--- src/rtl/remap_pkg.sv ---
package remap_pkg;
  typedef enum logic [1:0] {
    OP_IDLE  = 2'd0,
    OP_READ  = 2'd1,
    OP_WRITE = 2'd2
  } remap_op_e;

  function automatic remap_op_e decode_op(input logic valid, input logic we);
    if (!valid)  return OP_IDLE;
    else if (we) return OP_WRITE;
    else         return OP_READ;
  endfunction
endpackage

--- src/rtl/remap_tagbank.sv ---
module remap_tagbank #(
  parameter int ADDR_W = 8,
  parameter int NSPARE = 4
) (
  input  logic              clk,
  input  logic              rst_n,
  input  logic              ld_fire,
  input  logic [ADDR_W-1:0] ld_addr,
  input  logic              ld_on,
  input  logic [ADDR_W-1:0] look_addr,
  output logic              hit
);
  localparam int IDX_W = $clog2(NSPARE);
  localparam int TAG_W = ADDR_W - IDX_W;

  logic [NSPARE-1:0]           ent_on;
  logic [NSPARE-1:0][TAG_W-1:0] ent_tag;

  for (genvar g = 0; g < NSPARE; g++) begin : g_ent
    always_ff @(posedge clk) begin
      if (!rst_n) begin
        ent_on[g]  <= 1'b0;
        ent_tag[g] <= '0;
      end else if (ld_fire && ld_addr[IDX_W-1:0] == IDX_W'(g)) begin
        ent_on[g]  <= ld_on;
        ent_tag[g] <= ld_addr[ADDR_W-1:IDX_W];
      end
    end
  end

  logic [IDX_W-1:0] look_idx;
  assign look_idx = look_addr[IDX_W-1:0];
  assign hit = ent_on[look_idx] && (ent_tag[look_idx] == look_addr[ADDR_W-1:IDX_W]);
endmodule

--- src/rtl/remap_wbuf.sv ---
module remap_wbuf #(
  parameter int ADDR_W = 8,
  parameter int DATA_W = 16
) (
  input  logic              clk,
  input  logic              rst_n,
  input  logic              wr_fire,
  input  logic              wr_hit,
  input  logic [ADDR_W-1:0] wr_addr,
  input  logic [DATA_W-1:0] wr_data,
  output logic              pend,
  output logic [ADDR_W-1:0] pend_addr,
  output logic [DATA_W-1:0] pend_data
);
  always_ff @(posedge clk) begin
    if (!rst_n) begin
      pend      <= 1'b0;
      pend_addr <= '0;
      pend_data <= '0;
    end else if (wr_fire) begin
      pend <= wr_hit;
      if (wr_hit) begin
        pend_addr <= wr_addr;
        pend_data <= wr_data;
      end
    end
  end
endmodule

--- src/rtl/spare_remap_wb.sv ---
module spare_remap_wb
  import remap_pkg::*;
#(
  parameter int ADDR_W = 8,
  parameter int DATA_W = 16,
  parameter int NSPARE = 4
) (
  input  logic                       clk,
  input  logic                       rst_n,
  input  logic                       req_valid,
  output logic                       req_ready,
  input  logic                       req_we,
  input  logic [ADDR_W-1:0]          req_addr,
  input  logic [DATA_W-1:0]          req_wdata,
  output logic                       rsp_valid,
  output logic [DATA_W-1:0]          rsp_data,
  input  logic                       ld_en,
  input  logic [ADDR_W-1:0]          ld_addr,
  input  logic                       ld_on,
  output logic                       m_en,
  output logic                       m_we,
  output logic [ADDR_W-1:0]          m_addr,
  output logic [DATA_W-1:0]          m_wdata,
  input  logic [DATA_W-1:0]          m_rdata,
  output logic                       s_en,
  output logic                       s_we,
  output logic [$clog2(NSPARE)-1:0]  s_addr,
  output logic [DATA_W-1:0]          s_wdata,
  input  logic [DATA_W-1:0]          s_rdata
);
  localparam int IDX_W = $clog2(NSPARE);

  remap_op_e op;
  logic rd, wr, hit, ld_fire;
  logic pend;
  logic [ADDR_W-1:0] pend_addr;
  logic [DATA_W-1:0] pend_data;
  logic hit_q, bufhit_q;

  assign op        = decode_op(req_valid, req_we);
  assign rd        = (op == OP_READ);
  assign wr        = (op == OP_WRITE);
  assign req_ready = 1'b1;
  assign ld_fire   = ld_en && !req_valid;

  remap_tagbank #(.ADDR_W(ADDR_W), .NSPARE(NSPARE)) u_tags (
    .clk(clk), .rst_n(rst_n), .ld_fire(ld_fire), .ld_addr(ld_addr),
    .ld_on(ld_on), .look_addr(req_addr), .hit(hit)
  );

  remap_wbuf #(.ADDR_W(ADDR_W), .DATA_W(DATA_W)) u_wbuf (
    .clk(clk), .rst_n(rst_n), .wr_fire(wr), .wr_hit(hit),
    .wr_addr(req_addr), .wr_data(req_wdata),
    .pend(pend), .pend_addr(pend_addr), .pend_data(pend_data)
  );

  // input side: main array straight through, spare address one mux
  assign m_en    = rd || wr;
  assign m_we    = wr;
  assign m_addr  = req_addr;
  assign m_wdata = req_wdata;
  assign s_en    = rd || (wr && pend);
  assign s_we    = wr && pend;
  assign s_addr  = wr ? pend_addr[IDX_W-1:0] : req_addr[IDX_W-1:0];
  assign s_wdata = pend_data;

  // lookup registered beside the array access
  always_ff @(posedge clk) begin
    if (!rst_n) begin
      rsp_valid <= 1'b0;
      hit_q     <= 1'b0;
      bufhit_q  <= 1'b0;
    end else begin
      rsp_valid <= rd;
      hit_q     <= rd && hit;
      bufhit_q  <= rd && pend && (pend_addr == req_addr);
    end
  end

  // output side: one mux
  assign rsp_data = !hit_q ? m_rdata : (bufhit_q ? pend_data : s_rdata);
endmodule

--- config.mk ---
export PLATFORM = sky130hd
export DESIGN_NAME = spare_remap_wb
export DESIGN_NICKNAME = d
export VERILOG_FILES = /design/src/rtl/remap_pkg.sv /design/src/rtl/remap_tagbank.sv /design/src/rtl/remap_wbuf.sv /design/src/rtl/spare_remap_wb.sv
export SDC_FILE = /design/constraint.sdc
export NUM_CORES = 1
export LEC_CHECK = 0
export BUFFER_PORTS_ARGS = -buffer_cell sky130_fd_sc_hd__buf_2
export CAP_MARGIN = 20
export CORE_MARGIN = 10
export CORE_UTILIZATION = 30
export DETAILED_ROUTE_END_ITERATION = 10
export GPL_ROUTABILITY_DRIVEN = 0
export PLACE_DENSITY = 0.63
export SETUP_SLACK_MARGIN = 0.5
export SYNTH_ARGS = -nofsm -noshare
export SYNTH_HDL_FRONTEND = slang
export SYNTH_SLANG_ARGS = --single-unit
--- constraint.sdc ---
create_clock -name clk -period 5.15 [get_ports clk]
set_input_delay 0.2575 -clock clk [delete_from_list [all_inputs] [get_ports clk]]
set_output_delay 0.2575 -clock clk [all_outputs]
set_load 0.03 [all_outputs]
# Yosys cells after proc, flatten, opt, wreduce, memory -nomap -nowiden
# Cells that the tools add are included.
[op_classes] mux=9 n_eq_ne=7 n_reduce_logical=15 magnitude_cmp=1
[ops] cell="$mux W16" n=2
[ops] cell="$bmux W6 S2" n=1
[ops] cell="$logic_and A1 B1 Y1" n=10
[ops] cell="$eq A8 B8 Y1" n=1
[ops] cell="$eq A2 B2 Y1 const B" n=3
[ops] cell="$eq A6 B6 Y1" n=1
[ops] cell="$mux W2" n=3
[ops] cell="$mux W6" n=1
[ops] cell="$eq A2 B1 Y1 const B" n=2
[ops] cell="$lt A2 B3 Y1 const B" n=1
[ops] cell="$bmux W1 S2" n=1
[ops] cell="$logic_not A2 Y1" n=1
[ops] cell="$logic_or A1 B1 Y1" n=2
[ops] cell="$reduce_and A2 Y1" n=1
[ops] cell="$logic_not A1 Y1" n=1
[ops] cell="$mux W1" n=1
[totals] register_bits=56 output_inout_bits=64 word_cells=46 input_bits=70

# Longest topological paths before layout
# Gate-level depths: netlist of run 1.
[depth] word_depth=5 mapped_depth=9 mapped_depth_nobuf=6

# By module
# Synthesis of run 1 repeated with hierarchy kept, for this count alone.
[hier_totals] cells_unflattened=342 hier_area_um2=3185.6
[by_module_without_submodules] module="remap_tagbank" instances=1 cells_per_inst=124 area_per_inst_um2=1361.3 seq_area_each_um2=560.5
[by_module_without_submodules] module="remap_wbuf" instances=1 cells_per_inst=114 area_per_inst_um2=1062.3 seq_area_each_um2=500.5
[by_module_without_submodules] module="spare_remap_wb" instances=1 cells_per_inst=104 area_per_inst_um2=762.0 seq_area_each_um2=60.1

# Least setup slack after synthesis of run 1
# Ideal clock, no wire load.
[synth_timing] kind="input to register" start="input req_addr[0]" end="register u_wbuf.pend_data[10]" required_ns=5.031 slack_ns=2.975 arrival_ns=2.056 cell_stages=8 n_path_buf=3 cell_sequence="buf_6 mux4_2 xnor2_1 o211ai_1 or4_4 buf_6 buf_6 mux2i_1"
[synth_via] elab_chain_len=5 word_cells_on_any_way=7
[synth_rtl] item="start, declared" line_no="spare_remap_wb.sv:13" rtl="input logic [ADDR_W-1:0] req_addr,"
[synth_rtl] item="$bmux W6 S2" line_no="remap_tagbank.sv:33" rtl="assign hit = ent_on[look_idx] && (ent_tag[look_idx] == look_addr[ADDR_W-1:IDX_W]);"
[synth_rtl] item="$mux W6 (implied by the code)" line_no="remap_tagbank.sv:33"
[synth_rtl] item="$eq A6 B6 Y1" line_no="remap_tagbank.sv:33"
[synth_rtl] item="$logic_and A1 B1 Y1 *" line_no="remap_tagbank.sv:33"
[synth_rtl] item="$reduce_and A2 Y1 (no source line) *"
[synth_rtl] item="end signal, assigned" line_no="remap_wbuf.sv:24" rtl="pend_data <= wr_data;"
[synth_rtl] item="end, declared" line_no="remap_wbuf.sv:13" rtl="output logic [DATA_W-1:0] pend_data"
# Mark *: on every way between the ends. The rest lies on a longest branch, timed or not. The select of a mux whose other input is x is not followed.
# A chain may end at the register's enable or synchronous reset.

# Worst setup path in the final report of run 1
[layout_timing] start="register u_tags.ent_tag[22] (netlist name)" end="register u_wbuf.pend_data[11]"
[layout_via] elab_chain_len=5
[layout_rtl] item="start, declared" line_no="remap_tagbank.sv:17" rtl="logic [NSPARE-1:0][TAG_W-1:0] ent_tag;"
[layout_rtl] item="start signal, assigned by index" line_no="remap_tagbank.sv:26" rtl="ent_tag[g] <= ld_addr[ADDR_W-1:IDX_W];"
[layout_rtl] item="$bmux W6 S2" line_no="remap_tagbank.sv:33"
[layout_rtl] item="$mux W6 (implied by the code)" line_no="remap_tagbank.sv:33"
[layout_rtl] item="$eq A6 B6 Y1" line_no="remap_tagbank.sv:33"
[layout_rtl] item="$logic_and A1 B1 Y1" line_no="remap_tagbank.sv:33"
[layout_rtl] item="$reduce_and A2 Y1 (no source line)"
# Every way passes these cells. The select of a mux whose other input is x is not followed.

==> results of run 1 <==
==> power breakdown <==
part | switching (uW) | internal [uW] | leakage, uW | total [uW]
Clock | 144 | 108 | 0.0000510 | 252
Combinational | 96.6 | 59.5 | 0.00125 | 156
Sequential | 2.65 | 438 | 0.000452 | 440
==> cell type report <==
type | instances | area share, %
well taps | 133 | 4.49
clock inverters | 2 | 0.270
multi-input cells | 223 | 44.0
flip-flops and latches | 56 | 30.2
repair buffers | 135 | 18.4
clock buffers | 6 | 2.23
inverters | 3 | 0.304
==> routing by layer <==
metal	track usage [%]	wire length [um]
met4	2.38	94
met1	13.1	3800
met3	5.03	980
met5	0	0
met2	19.1	3910
==> worst max-delay path by stage <==
stage,startpoint,to,slack (ns),cells after the start
after global placement,req_addr[0],u_wbuf.pend_data[1],2.71,6
after floorplan,req_addr[0],u_wbuf.pend_data[10],2.98,8
after global routing,u_tags.ent_tag[16],u_wbuf.pend_data[3],2.84,5
final,u_tags.ent_tag[22],u_wbuf.pend_data[11],2.96,5
after detailed placement,req_addr[0],u_wbuf.pend_data[8],2.62,6
after CTS,u_tags.ent_tag[22],u_wbuf.pend_addr[6],2.93,5
==> tightest hold or removal path, delay by kind of cell <==
kind	cells	cell delay, ns
simple gates	1	0.05
buf+inv	1	0.10
mux	1	0.05
==> layout by cell type, fill, tap and decap left out, drive strengths merged <==
master / synthesis / routed
and3: 1 / 1
mux2i: 72 / 72
dfxtp: 56 / 56
mux2: 2 / 2
nand2: 51 / 51
nor4: 2 / 2
xnor2: 12 / 12
xor2: 4 / 4
nand4b: 1 / 1
a21boi: 2 / 2
mux4: 5 / 5
nor2b: 28 / 28
o211ai: 1 / 1
a21oi: 16 / 16
nor3: 1 / 1
nand4: 2 / 2
nor4bb: 2 / 2
nor2: 17 / 17
nand3b: 1 / 1
conb: 1 / 1
nor4b: 1 / 1
buf: 30 / 135
or4: 1 / 1
clkinv: 0 / 2
inv: 3 / 3
clkbuf: 18 / 6
==> flip-flops by register name, indices dropped and copies added (netlist names) <==
name and count:
u_tags.ent_on 4, u_tags.ent_tag 24, u_wbuf.pend_data 16, u_wbuf.pend 1, u_wbuf.pend_addr 8, rsp_valid 1
bufhit_q 1, hit_q 1
==> cell families after synthesis <==
kind of cell / count (synthesis)
simple gates: 108
mux: 79
flops: 56
buf+inv: 51
compound gates: 19
xor+xnor: 16
other cells: 1
==> synth_stat cells, types with 2 or more instances <==
| master | number |
|---|---|
| buf_4 | 26 |
| mux4_2 | 5 |
| dfxtp_1 | 56 |
| clkbuf_1 | 18 |
| xnor2_1 | 12 |
| xor2_1 | 4 |
| nor2b_1 | 28 |
| nand4_1 | 2 |
| nor4_1 | 2 |
| nor4bb_1 | 2 |
| a21oi_1 | 16 |
| mux2_2 | 2 |
| nand2_1 | 51 |
| buf_6 | 3 |
| inv_1 | 3 |
| mux2i_1 | 72 |
| nor2_1 | 17 |
==> metrics by stage <==
step | area (sq um) | total power, uW | setup slack, ns | std cells | hold slack, ns
after floorplan | 3070 | 558 | 2.98 | 330 | 0.396
after global placement | 3610 | 606 | 2.71 | 550 | 0.440
after detailed placement | 3610 | 608 | 2.62 | 550 | 0.449
after CTS | 3710 | 860 | 2.93 | 558 | 0.183
after global routing | 3710 | 886 | 2.84 | 558 | 0.195
final | 3710 | 849 | 2.96 | 558 | 0.186
==> flow_results.xml, run 1 <==
<?xml version="1.0" encoding="UTF-8"?>
<metrics>
  <group name="drt">
    <metric name="via_density_per_instance" unit="">4.60</metric>
    <metric name="routed_wl" unit="mm">8.78</metric>
    <metric name="drt_pre_antenna_iters" unit="">4</metric>
    <metric name="routedWlPerCell" unit="um">15.7</metric>
    <metric name="route.detailed.drc" unit="">0</metric>
    <metric name="antenna_violating_nets_post_route" unit="">0</metric>
    <metric name="route.vias.total" unit="">2565</metric>
    <metric name="first_iter_violations" unit="">140</metric>
  </group>
  <group name="sta">
    <metric name="finalSetupTns" unit="ns">0</metric>
    <metric name="worstMarginPinSlew" unit="ns">1.12</metric>
    <metric name="report.final.setup_viol" unit="">0</metric>
    <metric name="rsz0062_at_grt" unit="">no</metric>
    <metric name="time_the_final_worst_path_needs_with_i_o_delays_and_setup" unit="ns">2.19</metric>
    <metric name="hold_viol_final" unit="">0</metric>
    <metric name="clock-skew-final" unit="ns">0.00604</metric>
    <metric name="min_period_over_period" unit="%">42.5</metric>
    <metric name="fmax" unit="GHz">0.457</metric>
    <metric name="slew_headroom" unit="%">25.3</metric>
    <metric name="timing_max_transition_violations_final" unit="">0</metric>
  </group>
  <group name="final_layout">
    <metric name="multi_input_area" unit="sq mm">0.00163</metric>
    <metric name="num_antenna_cells" unit="">0</metric>
    <metric name="post_route_cells_drive_above_1_share" unit="%">35.8</metric>
    <metric name="area.growth.synth_to_final" unit="%">20.7</metric>
    <metric name="num-nets-final" unit="">494</metric>
    <metric name="fin_util" unit="%">37.6</metric>
    <metric name="flip_flop_and_latch_area" unit="sq mm">0.00112</metric>
    <metric name="n_fill_cell" unit="">1007</metric>
  </group>
  <group name="clock_network">
    <metric name="cts_tree" unit="">built</metric>
    <metric name="cts_hold_buffers" unit="">0</metric>
    <metric name="cts_buffers" unit="">5</metric>
    <metric name="clock_latency" unit="ns">0.31</metric>
    <metric name="post_cts_resize_count" unit="">0</metric>
    <metric name="clkSinkCount" unit="">56</metric>
    <metric name="cts-root-to-sink-buffers" unit="">2</metric>
    <metric name="post_cts_setup_bufs" unit="">0</metric>
    <metric name="clkTransAtPathRegs" unit="ns">0.10</metric>
    <metric name="cts.root.buffer_cell" unit="">clkbuf_8</metric>
    <metric name="deepest_level_of_the_cts_h_tree" unit="">2</metric>
  </group>
  <group name="outcome">
    <metric name="status" unit="">complete, no violations</metric>
  </group>
  <group name="logic_synthesis">
    <metric name="dominant_combinational_cell_family_by_area_after_synthesis" unit="">multiplexers</metric>
    <metric name="synth_edf_count" unit="">0</metric>
    <metric name="synth.top_cell.area_share" unit="%">36.5</metric>
    <metric name="synth_cells" unit="">330</metric>
    <metric name="synth-xor-area-share" unit="%">4.57</metric>
    <metric name="synth-compound-area-share" unit="%">3.34</metric>
    <metric name="synth_cell_type_count" unit="">28</metric>
    <metric name="synth.net_count" unit="">400</metric>
    <metric name="synth.yosys.warnings" unit="">0</metric>
    <metric name="synth_area_per_cell" unit="sq um">9.30</metric>
    <metric name="synth_top_area_cell" unit="">dfxtp_1</metric>
    <metric name="synth_fa_ha_area_share" unit="%">0</metric>
    <metric name="yosysSeqAreaShare" unit="%">36.5</metric>
    <metric name="asyncSetResetFlopFracSynth" unit="%">0</metric>
    <metric name="ys_flop_type" unit="">dfxtp_1</metric>
    <metric name="synth_register_bits" unit="">56</metric>
    <metric name="synthMuxAreaShare" unit="%">27.9</metric>
    <metric name="synth_area_leaders" unit="">dfxtp_1, mux2i_1, buf_4, nand2_1, nor2b_1</metric>
    <metric name="synth_simple_gate_area_share" unit="%">17.0</metric>
    <metric name="synth_area" unit="sq mm">0.00307</metric>
  </group>
  <group name="die">
    <metric name="die_h" unit="um">121</metric>
    <metric name="ioPinCount" unit="">134</metric>
    <metric name="core" unit="sq mm">0.00986</metric>
    <metric name="die-area" unit="sq mm">0.0147</metric>
    <metric name="dieWidth" unit="um">121</metric>
    <metric name="rows" unit="">36</metric>
    <metric name="initial_utilization" unit="%">31.1</metric>
  </group>
  <group name="place">
    <metric name="portBuffers" unit="">132</metric>
    <metric name="dp_hpwl" unit="mm">7.00</metric>
  </group>
  <group name="setup_path">
    <metric name="setup.worst_path.start_class" unit="">register</metric>
    <metric name="cp-end-kind" unit="">register</metric>
    <metric name="crit-reg2reg-launch" unit="">u_tags.ent_tag[22]</metric>
    <metric name="bufs_and_invs_on_worst_path" unit="">0</metric>
    <metric name="number_of_cells_on_the_worst_reg_to_reg_path" unit="">5</metric>
    <metric name="destination_of_the_worst_register_to_register_timing_path" unit="">u_wbuf.pend_data[11]</metric>
    <metric name="crit_family" unit="">simple AND/OR/NAND/NOR gates</metric>
    <metric name="timing.critical_path.slowest_stage_cell" unit="">or4_4</metric>
    <metric name="regToRegSetupSlack" unit="ns">2.96</metric>
    <metric name="path_cells" unit="">mux4_2, xnor2_1, o211ai_1, or4_4, mux2i_1</metric>
    <metric name="crit_required" unit="ns">5.34</metric>
    <metric name="worst_path_max_fanout" unit="">25</metric>
    <metric name="critPathArrivalTime" unit="ns">2.38</metric>
    <metric name="critPathKind" unit="">register to register</metric>
    <metric name="worst_path_largest_cell_delay" unit="ns">0.77</metric>
  </group>
  <group name="global_route">
    <metric name="global_route.overflow_total" unit="">0</metric>
    <metric name="grt_max_degree" unit="">79</metric>
    <metric name="grt_pass1_vias" unit="">2718</metric>
    <metric name="grt_pass1_wl" unit="mm">14.0</metric>
    <metric name="grt_use_total" unit="%">11.4</metric>
    <metric name="number_of_antenna_violations_at_the_first_check_in_global_routing" unit="">0</metric>
  </group>
  <group name="min_path">
    <metric name="worstHoldStart" unit="">req_wdata[1]</metric>
    <metric name="hold-path-cell-count" unit="">3</metric>
    <metric name="whs_endpoint" unit="">u_wbuf.pend_data[1]</metric>
    <metric name="timing.hold.worst.class" unit="">input port to register</metric>
  </group>
  <group name="power_and_ir_drop">
    <metric name="irDropWorstVdd" unit="uV">125</metric>
    <metric name="p_per_area" unit="mW/mm^2">229</metric>
    <metric name="p_leak" unit="uW">0.00175</metric>
  </group>
  <group name="flow_run">
    <metric name="drv_cap" unit="">0</metric>
  </group>
</metrics>
Power figures use the tool's default switching activity.
==> run 2, diff against run 1 <==
ABC_AREA = 1   (was not set)
PLACE_DENSITY = 0.65   (was 0.63)
clock period = 1.75 ns   (was 5.15 ns; I/O delays follow)
==> flow_results.xml, run 2 <==
<?xml version="1.0" encoding="UTF-8"?>
<metrics>
  <group name="setup_path">
    <metric name="regToRegSetupSlack" unit="ns">0.17</metric>
    <metric name="setup.worst_path.start_class" unit="">register</metric>
    <metric name="crit-reg2reg-launch" unit="">u_tags.ent_tag[11]</metric>
    <metric name="path_cells" unit="">nand2_1, nand3_2, nand2_1, nand2_1, nand2_1, inv_1, nand3_2, nor2_4, buf_12, clkbuf_16, nand3_1, nand2_1, nor2_1</metric>
    <metric name="critPathMostFrequentCell" unit="">nand2_1</metric>
    <metric name="number_of_cells_on_the_worst_reg_to_reg_path" unit="">13</metric>
    <metric name="critPathKind" unit="">register to register</metric>
    <metric name="cp-end-kind" unit="">register</metric>
    <metric name="crit_required" unit="ns">1.96</metric>
    <metric name="worst_path_largest_cell_delay" unit="ns">0.36</metric>
    <metric name="critPathArrivalTime" unit="ns">1.79</metric>
    <metric name="destination_of_the_worst_register_to_register_timing_path" unit="">u_wbuf.pend_data[15]</metric>
    <metric name="timing.critical_path.slowest_stage_cell" unit="">dfxtp_1</metric>
    <metric name="worst_path_max_fanout" unit="">5</metric>
  </group>
  <group name="final_layout">
    <metric name="reg_top3" unit="">u_tags.ent_tag x24, u_wbuf.pend_data x16, u_wbuf.pend_addr x8</metric>
    <metric name="largest_register" unit="">u_tags.ent_tag</metric>
    <metric name="largest_reg_flops" unit="">24</metric>
    <metric name="final_common_cell" unit="">buf_2</metric>
    <metric name="final_cell_mix" unit="">buf_2, nor2_1, nand2_1</metric>
    <metric name="multi_input_area" unit="sq mm">0.00195</metric>
    <metric name="num-nets-final" unit="">678</metric>
    <metric name="area.growth.synth_to_final" unit="%">50.1</metric>
    <metric name="n_fill_cell" unit="">995</metric>
    <metric name="flip_flop_and_latch_area" unit="sq mm">0.00114</metric>
    <metric name="num_antenna_cells" unit="">0</metric>
    <metric name="post_route_cells_drive_above_1_share" unit="%">42.9</metric>
  </group>
  <group name="drt">
    <metric name="drt_pre_antenna_iters" unit="">4</metric>
    <metric name="route.detailed.drc" unit="">0</metric>
    <metric name="routedWlPerCell" unit="um">15.3</metric>
    <metric name="first_iter_violations" unit="">154</metric>
    <metric name="via_density_per_instance" unit="">4.77</metric>
    <metric name="routed_wl" unit="mm">11.4</metric>
    <metric name="antenna_violating_nets_post_route" unit="">0</metric>
    <metric name="route.vias.total" unit="">3556</metric>
  </group>
  <group name="sta">
    <metric name="worstMarginPinSlew" unit="ns">0.505</metric>
    <metric name="rsz0062_at_grt" unit="">yes</metric>
    <metric name="finalSetupTns" unit="ns">0</metric>
    <metric name="hold_slack" unit="ns">0.0410</metric>
    <metric name="slew_headroom" unit="%">66.3</metric>
    <metric name="min_period_over_period" unit="%">90.1</metric>
    <metric name="hold_viol_final" unit="">0</metric>
    <metric name="clock-skew-final" unit="ns">0.0119</metric>
    <metric name="timing_max_transition_violations_final" unit="">0</metric>
    <metric name="fmax" unit="GHz">0.634</metric>
    <metric name="report.final.setup_viol" unit="">0</metric>
    <metric name="time_the_final_worst_path_needs_with_i_o_delays_and_setup" unit="ns">1.58</metric>
  </group>
  <group name="die">
    <metric name="core" unit="sq mm">0.0103</metric>
    <metric name="initial_utilization" unit="%">30.5</metric>
    <metric name="dieWidth" unit="um">122</metric>
    <metric name="die_h" unit="um">122</metric>
    <metric name="rows" unit="">37</metric>
    <metric name="die-area" unit="sq mm">0.0149</metric>
    <metric name="ioPinCount" unit="">134</metric>
  </group>
  <group name="power_and_ir_drop">
    <metric name="p_per_area" unit="mW/mm^2">574</metric>
    <metric name="irDropWorstVdd" unit="uV">506</metric>
    <metric name="p_leak" unit="uW">0.00221</metric>
  </group>
  <group name="logic_synthesis">
    <metric name="synth_top_area_cell" unit="">dfxtp_1</metric>
    <metric name="synth_area" unit="sq mm">0.00314</metric>
    <metric name="asyncSetResetFlopFracSynth" unit="%">0</metric>
    <metric name="yosysSeqAreaShare" unit="%">35.7</metric>
    <metric name="synth_cell_type_count" unit="">27</metric>
    <metric name="synth_edf_count" unit="">0</metric>
    <metric name="synth.top_cell.area_share" unit="%">35.7</metric>
    <metric name="synthMostInstantiatedCell" unit="">nand2_1</metric>
    <metric name="synth_register_bits" unit="">56</metric>
    <metric name="synth_cells" unit="">494</metric>
    <metric name="synth.net_count" unit="">564</metric>
    <metric name="synth_area_per_cell" unit="sq um">6.35</metric>
    <metric name="yosys-top-cells-count" unit="">nand2_1, nor2_1, dfxtp_1, nand3_1, inv_1</metric>
    <metric name="ys_flop_type" unit="">dfxtp_1</metric>
    <metric name="synth_area_leaders" unit="">dfxtp_1, nand2_1, nor2_1, nand3_1, buf_4</metric>
    <metric name="synth.yosys.warnings" unit="">0</metric>
  </group>
  <group name="place">
    <metric name="dp_hpwl" unit="mm">7.93</metric>
    <metric name="portBuffers" unit="">132</metric>
  </group>
  <group name="global_route">
    <metric name="grt_pass1_wl" unit="mm">16.6</metric>
    <metric name="number_of_antenna_violations_at_the_first_check_in_global_routing" unit="">0</metric>
    <metric name="grt_max_degree" unit="">54</metric>
    <metric name="grt_use_total" unit="%">13.4</metric>
    <metric name="grt_pass1_vias" unit="">3394</metric>
    <metric name="global_route.overflow_total" unit="">0</metric>
  </group>
  <group name="clock_network">
    <metric name="cts_tree" unit="">built</metric>
    <metric name="clkSinkCount" unit="">56</metric>
    <metric name="cts-root-to-sink-buffers" unit="">2</metric>
    <metric name="cts.root.buffer_cell" unit="">clkbuf_8</metric>
    <metric name="clkTransAtPathRegs" unit="ns">0.11</metric>
    <metric name="cts_buffers" unit="">5</metric>
    <metric name="deepest_level_of_the_cts_h_tree" unit="">2</metric>
    <metric name="clock_latency" unit="ns">0.32</metric>
  </group>
  <group name="min_path">
    <metric name="whs_endpoint" unit="">u_tags.ent_on[2]</metric>
    <metric name="worstHoldStart" unit="">ld_on</metric>
    <metric name="hold-path-cell-count" unit="">3</metric>
    <metric name="timing.hold.worst.class" unit="">input port to register</metric>
  </group>
  <group name="outcome">
    <metric name="status" unit="">complete, no violations</metric>
  </group>
  <group name="flow_run">
    <metric name="drv_cap" unit="">0</metric>
  </group>
</metrics>
-- run 2: cell count changes after synthesis, moves of 30 or more --
cell / delta
nor2_1: +82
mux2i_1: -72
nand2_1: +56
nand3_1: +44
inv_1: +35
o21ai_0: +30
-- run 2: critical path: cells and delay by family (launching register included) --
family / cells / cell delay, ns
flip-flops: 1 / 0.36
buffers and inverters: 3 / 0.36
AND/OR/NAND/NOR: 10 / 0.74
-- run 2: cell type report --
type	instances	area share, %
Inverter	41	3.46
Clock buffer	6	1.75
Multi-Input combinational cell	345	41.4
Sequential cell	56	24.3
Timing Repair Buffer	158	25.0
Tap cell	136	3.62
Clock inverter	2	0.319
Timing Repair inverter	1	0.159
-- run 2: power breakdown --
| part | internal [uW] | leakage [uW] | total (uW) | switching, uW |
|---|---|---|---|---|
| sequential | 1300 | 0.000461 | 1310 | 15.5 |
| clock | 322 | 0.0000434 | 766 | 444 |
| combinational | 228 | 0.00170 | 621 | 394 |
-- run 2: stage by stage --
step / util [%] / cell area [sq um] / worst slack, ns / power [uW] / instances
after global routing: 45.8 / 4710 / 0.0505 / 2830 / 745
final: 45.8 / 4710 / 0.174 / 2700 / 745
after floorplan: - / 3340 / 0.377 / 1730 / 494
after global placement: 38.5 / 3960 / 0.124 / 1880 / 720
after detailed placement: 38.5 / 3960 / 0.0332 / 1890 / 720
after CTS: 42.0 / 4310 / 0.213 / 2680 / 736
-- run 2: cell families after synthesis --
group / synth area share [%]
other: 0.120
AND/OR/NAND/NOR: 33.7
flip-flops: 35.7
AO/OA/AOI/OAI: 13.5
XOR/XNOR: 1.40
buffers and inverters: 15.5
-- run 2: how the worst max path moves through the flow --
| stage | from | endpoint | cells after the start |
|---|---|---|---|
| after floorplan | req_addr[0] | u_wbuf.pend_data[5] | 15 |
| after CTS | u_tags.ent_tag[23] | u_wbuf.pend_addr[3] | 12 |
| after global routing | u_tags.ent_tag[21] | u_wbuf.pend_data[15] | 13 |
| final | u_tags.ent_tag[11] | u_wbuf.pend_data[15] | 13 |
| after detailed placement | req_addr[0] | u_wbuf.pend_data[7] | 13 |
| after global placement | req_addr[0] | u_wbuf.pend_data[7] | 13 |
-- run 2: timing repair --
action / 4_1_cts / 5_1_grt
pin swaps: 12 / 29
gates cloned: 3 / 4
buffers inserted: 5 / 5
endpoints found under the setup margin: 41 / 48
resized for setup: 54 / 75
hold buffers: 0 / 0
endpoints found under the hold margin: 0 / 0
-- run 2: routing by layer --
layer / GRT usage [%] / part of all wire, %
met5: 0 / 0
met3: 4.09 / 9.2
met4: 3.61 / 1.2
met1: 15.5 / 41
met2: 23.6 / 48
